### src/rtl/crb_pkg.sv
package crb_pkg;
    localparam int SLOT_COUNT = 25;
    localparam int RESULT_W   = 14;
    localparam int WORD_W     = 16;
    localparam int INDEX_W    = $clog2(SLOT_COUNT);

    typedef enum logic [0:0] {
        RD_IDLE = 1'b0,
        RD_SHOW = 1'b1
    } rd_state_e;
endpackage

### src/rtl/crb_slot_store.sv
module crb_slot_store #(
    parameter int SLOTS = 25,
    parameter int RES_W = 14,
    parameter int IDX_W = 5
) (
    input  logic             clk,
    input  logic             rst_n,
    input  logic             wr_en,
    input  logic [IDX_W-1:0] wr_slot,
    input  logic [RES_W-1:0] wr_data,
    input  logic [IDX_W-1:0] rd_slot,
    output logic [RES_W-1:0] rd_result
);
    logic [RES_W-1:0] slot_q [SLOTS];

    always_ff @(posedge clk or negedge rst_n) begin
        if (!rst_n) begin
            for (int i = 0; i < SLOTS; i++) slot_q[i] <= '0;
        end else if (wr_en) begin
            for (int i = 0; i < SLOTS; i++) begin
                if (wr_slot == IDX_W'(i)) slot_q[i] <= wr_data;
            end
        end
    end

    // Out-of-range index selects nothing and reads as zero.
    always_comb begin
        rd_result = '0;
        for (int i = 0; i < SLOTS; i++) begin
            if (rd_slot == IDX_W'(i)) rd_result = slot_q[i];
        end
    end


    store_hit_chk: assert property (@(posedge clk) disable iff (!rst_n)
        (wr_en && (wr_slot < IDX_W'(SLOTS)) && (rd_slot == wr_slot))
        |=> (slot_q[$past(wr_slot)] == $past(wr_data)));
endmodule

### src/rtl/crb_index_ctl.sv
module crb_index_ctl #(
    parameter int SLOTS = 25,
    parameter int IDX_W = 5
) (
    input  logic             clk,
    input  logic             rst_n,
    input  logic             host_rd,
    input  logic             idx_wr,
    input  logic [IDX_W-1:0] idx_wdata,
    input  logic             cfg_wr,
    input  logic             cfg_align,
    output logic [IDX_W-1:0] idx_q,
    output logic             align_q
);
    localparam logic [IDX_W-1:0] LAST_IDX = IDX_W'(SLOTS - 1);

    logic [IDX_W-1:0] idx_step;

    always_comb begin
        if (idx_q >= LAST_IDX) idx_step = '0;
        else                   idx_step = idx_q + IDX_W'(1);
    end

    always_ff @(posedge clk or negedge rst_n) begin
        if (!rst_n)       idx_q <= '0;
        else if (idx_wr)  idx_q <= idx_wdata;
        else if (host_rd) idx_q <= idx_step;
    end

    always_ff @(posedge clk or negedge rst_n) begin
        if (!rst_n)      align_q <= 1'b0;
        else if (cfg_wr) align_q <= cfg_align;
    end


    idx_step_chk: assert property (@(posedge clk) disable iff (!rst_n)
        (host_rd && !idx_wr && (idx_q < LAST_IDX)) |=> (idx_q == $past(idx_q) + IDX_W'(1)));

    idx_wrap_chk: assert property (@(posedge clk) disable iff (!rst_n)
        (host_rd && !idx_wr && (idx_q >= LAST_IDX)) |=> (idx_q == '0));

    idx_load_chk: assert property (@(posedge clk) disable iff (!rst_n)
        idx_wr |=> (idx_q == $past(idx_wdata)));

    idx_hold_chk: assert property (@(posedge clk) disable iff (!rst_n)
        (!idx_wr && !host_rd) |=> $stable(idx_q));
endmodule

### src/rtl/crb_align_fmt.sv
module crb_align_fmt #(
    parameter int RES_W  = 14,
    parameter int WORD_W = 16
) (
    input  logic [RES_W-1:0]  result,
    input  logic              align_left,
    output logic [WORD_W-1:0] word
);
    localparam int PAD_W = WORD_W - RES_W;

    always_comb begin
        if (align_left) word = {result, {PAD_W{1'b0}}};
        else            word = {{PAD_W{result[RES_W-1]}}, result};
    end
endmodule

### src/rtl/crb_read_fsm.sv
module crb_read_fsm
    import crb_pkg::*;
#(
    parameter int WORD_W = 16
) (
    input  logic              clk,
    input  logic              rst_n,
    input  logic              host_rd,
    input  logic [WORD_W-1:0] word_in,
    output logic [WORD_W-1:0] rd_data,
    output logic              rd_valid
);
    rd_state_e state_q, state_d;

    always_comb begin
        unique case (state_q)
            RD_IDLE: state_d = host_rd ? RD_SHOW : RD_IDLE;  // T_READ / T_DROP
            RD_SHOW: state_d = host_rd ? RD_SHOW : RD_IDLE;  // T_READ / T_DROP
            default: state_d = RD_IDLE;
        endcase
    end

    always_ff @(posedge clk or negedge rst_n) begin
        if (!rst_n) state_q <= RD_IDLE;
        else        state_q <= state_d;
    end

    always_ff @(posedge clk or negedge rst_n) begin
        if (!rst_n)       rd_data <= '0;
        else if (host_rd) rd_data <= word_in;
    end

    always_comb rd_valid = (state_q == RD_SHOW);


    rd_show_chk: assert property (@(posedge clk) disable iff (!rst_n)
        host_rd |=> rd_valid);

    rd_quiet_chk: assert property (@(posedge clk) disable iff (!rst_n)
        !host_rd |=> (!rd_valid && $stable(rd_data)));
endmodule

### src/rtl/conv_result_bank.sv
module conv_result_bank
    import crb_pkg::*;
#(
    parameter int SLOTS  = SLOT_COUNT,
    parameter int RES_W  = RESULT_W,
    parameter int WORD_W = crb_pkg::WORD_W,
    parameter int IDX_W  = INDEX_W
) (
    input  logic              clk,
    input  logic              rst_n,
    input  logic              cv_wr_en,
    input  logic [IDX_W-1:0]  cv_wr_slot,
    input  logic [RES_W-1:0]  cv_wr_data,
    input  logic              host_idx_wr,
    input  logic [IDX_W-1:0]  host_idx_wdata,
    input  logic              host_cfg_wr,
    input  logic              host_cfg_align,
    input  logic              host_rd,
    output logic [WORD_W-1:0] rd_data,
    output logic              rd_valid,
    output logic [IDX_W-1:0]  idx_q,
    output logic              align_q
);
    logic [RES_W-1:0]  sel_result;
    logic [WORD_W-1:0] fmt_word;

    crb_slot_store #(.SLOTS(SLOTS), .RES_W(RES_W), .IDX_W(IDX_W)) store_i (
        .clk(clk), .rst_n(rst_n),
        .wr_en(cv_wr_en), .wr_slot(cv_wr_slot), .wr_data(cv_wr_data),
        .rd_slot(idx_q), .rd_result(sel_result)
    );

    crb_index_ctl #(.SLOTS(SLOTS), .IDX_W(IDX_W)) index_i (
        .clk(clk), .rst_n(rst_n), .host_rd(host_rd),
        .idx_wr(host_idx_wr), .idx_wdata(host_idx_wdata),
        .cfg_wr(host_cfg_wr), .cfg_align(host_cfg_align),
        .idx_q(idx_q), .align_q(align_q)
    );

    crb_align_fmt #(.RES_W(RES_W), .WORD_W(WORD_W)) fmt_i (
        .result(sel_result), .align_left(align_q), .word(fmt_word)
    );

    crb_read_fsm #(.WORD_W(WORD_W)) fsm_i (
        .clk(clk), .rst_n(rst_n), .host_rd(host_rd),
        .word_in(fmt_word), .rd_data(rd_data), .rd_valid(rd_valid)
    );


    left_pad_chk: assert property (@(posedge clk) disable iff (!rst_n)
        (host_rd && align_q) |=> (rd_data[1:0] == 2'b00));

    right_sign_chk: assert property (@(posedge clk) disable iff (!rst_n)
        (host_rd && !align_q) |=> (rd_data[WORD_W-1:RES_W] == {(WORD_W-RES_W){rd_data[RES_W-1]}}));

    beyond_zero_chk: assert property (@(posedge clk) disable iff (!rst_n)
        (host_rd && (idx_q >= IDX_W'(SLOTS))) |=> (rd_data == '0));
endmodule

### config.mk
export PLATFORM = sky130hd
export DESIGN_NAME = conv_result_bank
export DESIGN_NICKNAME = d
export VERILOG_FILES = /design/src/rtl/crb_pkg.sv /design/src/rtl/crb_slot_store.sv /design/src/rtl/crb_index_ctl.sv /design/src/rtl/crb_align_fmt.sv /design/src/rtl/crb_read_fsm.sv /design/src/rtl/conv_result_bank.sv
export SDC_FILE = /design/constraint.sdc
export NUM_CORES = 1
export LEC_CHECK = 0
export ABC_AREA = 1
export BUFFER_PORTS_ARGS = -buffer_cell sky130_fd_sc_hd__buf_2
export CAP_MARGIN = 0
export CORE_MARGIN = 3
export CORE_UTILIZATION = 62
export CTS_CLUSTER_SIZE = 25
export DETAILED_ROUTE_END_ITERATION = 6
export PLACE_DENSITY_LB_ADDON = 0.3
export RECOVER_POWER = 25
export SETUP_SLACK_MARGIN = 0.1
export SYNTH_ARGS = -nofsm -noshare
export SYNTH_HDL_FRONTEND = slang
export SYNTH_HIERARCHICAL = 1
export SYNTH_SLANG_ARGS = --single-unit
### constraint.sdc
create_clock -name clk -period 2.8 [get_ports clk]
set_input_delay 0.14 -clock clk [delete_from_list [all_inputs] [get_ports clk]]
set_output_delay 0.14 -clock clk [all_outputs]
set_load 0.01 [all_outputs]
==> summary.md <==
| Metric | Value |
|---|---|
| Outcome | complete, but fails checks |
| Violated checks | DRC, capacitance limit, slew limit, setup timing |
| Max cap viols | 1 |
| Pin count of the biggest net entering global routing | 106 |
| Most area-hungry cell type in the Yosys netlist | dfrtp_1 |
| Area share of the leading cell type in the synthesized netlist | 56.1% |
| Worst-case clock buffer depth | 3 |
| Number of antenna violations at the first check in global routing | 0 |
| Number of flops mapped to enable cells by yosys | 0 |
| CTS tree | yes |
| Rel. slew slack | -7.27% |
| Setup violation total in the final timing report | 15 |
| Fmax | 0.322 GHz |
| Placer congestion estimate | 0.917 |
| Kind of capture point of the worst setup path | flop |
| I/O pin total | 54 |
| Htree depth | 2 |
| Core Region | 26200 um^2 |
| Die footprint | 28800 um^2 |
| Largest stage delay, worst path | 460 ps |
| Final worst setup slack | -308 ps |
| Net count after synthesis | 2088 |
| Overall die width | 170 um |
| GR Util All Layers | 31.9% |
| Fin crit period | 3110 ps |
| Unique cell type count in the Yosys netlist | 30 |
| First-pass iteration count of the detailed router | 7 |
| Worst min-delay path category | in2reg |
| Area of the multi-input gates | 6600 um^2 |
| Cell area after layout | 19500 um^2 |
| Proportion of power drawn by combinational gates | 16.9% |
| Cell-internal power | 0.0102 W |
| Count of inserted antenna diode cells | 0 |
| Critical path cell sequence | nand2_4 -> nor2_4 -> nand2_2 -> buf_6 -> buf_4 -> nor2_1 -> nor2_1 -> nand4_1 -> nand2_1 -> nand4_1 -> nor2_1 -> nand4_1 -> nor2_1 -> nand4_1 -> nor2_2 -> nand4_1 -> nor2_1 -> nand3_1 -> nand2_1 -> nand2_1 -> nand2_1 -> nand2_1 |
| Clock transition at the registers of the reported paths | 60 ps |
| Post-synthesis area per instance | 8.09 um^2 |
| Period Utilization, post-route | 111% |
| Critical path class | reg2reg |
| RSZ-0062 raised after global routing | true |
| Crit path DAT | 3530 ps |
| CTS sink cnt | 373 |
| ANT nets after route | 0 |
| Number of fill cells | 1860 |
| Number of placement rows | 59 |
| Transition time at the pin with the least slew margin | 1610 ps |
| Sequential-to-total area share from yosys stat | 56.1% |
| Avg Vias per Cell | 5.93 |
| Clock Skew | 12.7 ps |
| Routed vias | 14995 |
| Cell with the biggest individual delay on the critical path | dfrtp_2 |
| Root buffer selected by CTS | clkbuf_16 |
| Final Net Count | 2202 |
| Global route overflow | 0 |
| Setup TNS | -1690 ps |
| CP startpoint kind | flop |
| Total standard cell area after synthesis | 16600 um^2 |
| Register share of total power | 48.8% |
| Starting utilization of the core area | 63.5% |
| Most frequently used cell type in the post-synthesis netlist | nand2_1 |
| Fraction of registers with async set or reset after synthesis | 100% |
| Number of warning messages in the yosys log | 6 |
| Final routed wirelength across all metal layers | 47.2 mm |
| Max VDD drop | 0.387 mV |
| Sw frac | 29.0% |
| Instance area after placement | 17600 um^2 |
| Post-synthesis register bit count | 373 |
| Leading post-synthesis cells by instance count | 769 x nand2_1, 373 x dfrtp_1, 352 x o21ai_0, 139 x nor2_1, 112 x inv_1 |
| Place WS | -217 ps |
| Main area contributors after synthesis | dfrtp_1 56%, nand2_1 17%, o21ai_0 11%, nor2_1 3.1%, nand4_1 2.9% |
| Number of endpoints with negative hold slack in the final report | 0 |
| Sw power | 0.00416 W |
| Detailed Place HPWL | 29.2 mm |
| Chip Height | 170 um |
| Share of post-route cells with drive strength above 1 | 16.0% |
| Share of power burned in the clock network | 34.3% |
| Number of buffers inserted by port buffering | 53 |
| Via count of the first global-routing pass | 13932 |
| Pins Over Slew Limit | 102 |
| Leakage component of the power | 9.40 nW |
| Power per standard cell area | 737 nW/um^2 |
| Critical-path maximum fanout | 6 |
| Required time of the critical path | 3220 ps |
| Area used by sequential logic in the layout | 9340 um^2 |
| Dominant register cell in the synthesized netlist | dfrtp_1 |
| Number of violations reported at the end of detailed-routing iteration 0 | 1968 |
| Syn-to-layout area delta | 17.0% |
| Clock buffers created by TritonCTS | 39 |
| Post-Syn Instances | 2055 |
| Global-route wire length before repair | 73.0 mm |
| Avg WL per Cell | 18.7 um |
| Clock latency on the worst-skew pair | 530 ps |
| DRC violations left | 2 |
[through the flow]
stage	std cells	utilization, %	hold WS (ps)	power [W]
after floorplan	2055	-	-156	0.00829
after global placement	2424	67.1	287	0.00908
after detailed placement	2424	67.1	290	0.00921
after CTS	2517	73.2	49.9	0.0142
after global routing	2529	74.3	103	0.0150
final	2529	74.3	58.0	0.0143
[critical path: cells and delay by family (launching register included)]
kind / cells / cell delay (ps)
flops: 1 / 460
simple gates: 20 / 2290
buf+inv: 2 / 260
[per-layer routing]
metal	up-vias	part of all wire (%)	GRT usage (%)	routed length (um)
li1	6817	-	-	-
met1	7242	41	45.8	19300
met2	811	46	49.5	21900
met3	125	9.8	6.36	4610
met4	0	3.0	10.1	1390
met5	-	0	0	0
[cells in the final DEF (no fill, tap or decap), types with 36 or more instances in the layout]
cell type  synthesis  layout
buf_4              2      83
nand2_1          769     742
nor2_1           139     109
buf_2              5      51
dfrtp_1          373     370
o21ai_0          352     352
nand4_1           77      77
clkbuf_16          0      40
inv_1            112     106
nand2_2           13      36
[cell families after synthesis]
| logic type | Yosys count | share of synthesized area (%) |
|---|---|---|
| xor+xnor | 1 | 0.0527 |
| flops | 373 | 56.1 |
| buf+inv | 231 | 5.82 |
| mux | 1 | 0.0677 |
| compound gates | 369 | 11.1 |
| fa+ha+maj | 2 | 0.150 |
| simple gates | 1078 | 26.6 |
[cell type report]
class                   instances  area share [%]
flip-flops and latches        373            48.0
multi-input cells            1451            33.9
repair buffers                184            7.33
clock buffers                  57            5.93
inverters                     120            2.37
well taps                     335            2.15
clock inverters                 9           0.334
[sequential cells by signal (all words and copies together), names as in the netlist]
register	cells
fsm_i/rd_data	16
index_i/align_q	1
index_i/idx_q	5
store_i/slot_q	350
fsm_i/rd_valid	1
[timing repair]
action | 4_1_cts | 5_1_grt
resized for setup | 41 | 73
pin swaps | 20 | 81
hold buffers | 14 | 0
buffers inserted | 13 | 12
hold endpoints to repair | 99 | 0
setup endpoints to repair | 16 | 16
[power by group through the flow]
stage               Combinational, W  Clock (W)  Sequential, W
finish                       0.00243    0.00492        0.00700
detailed placement           0.00218          0        0.00703
floorplan                    0.00135          0        0.00694
global placement             0.00209          0        0.00699
CTS                          0.00229    0.00496        0.00696
global route                 0.00273    0.00519        0.00710
[final timing paths]
check / from / to / slack, ps / cells after the start
min in group asynchronous: rst_n / store_i/slot_q[309] / 570 / 2
max in group asynchronous: rst_n / store_i/slot_q[117] / 750 / 3
worst max register to register: index_i/idx_q[1] / fsm_i/rd_data[5] / -310 / 22
worst max-delay path: index_i/idx_q[1] / fsm_i/rd_data[5] / -310 / 22
worst min register to register: fsm_i/rd_data[3] / fsm_i/rd_data[3] / 470 / 2
worst min-delay path: host_idx_wr / index_i/idx_q[1] / 60 / 4
(Power assumes the default switching activity.)
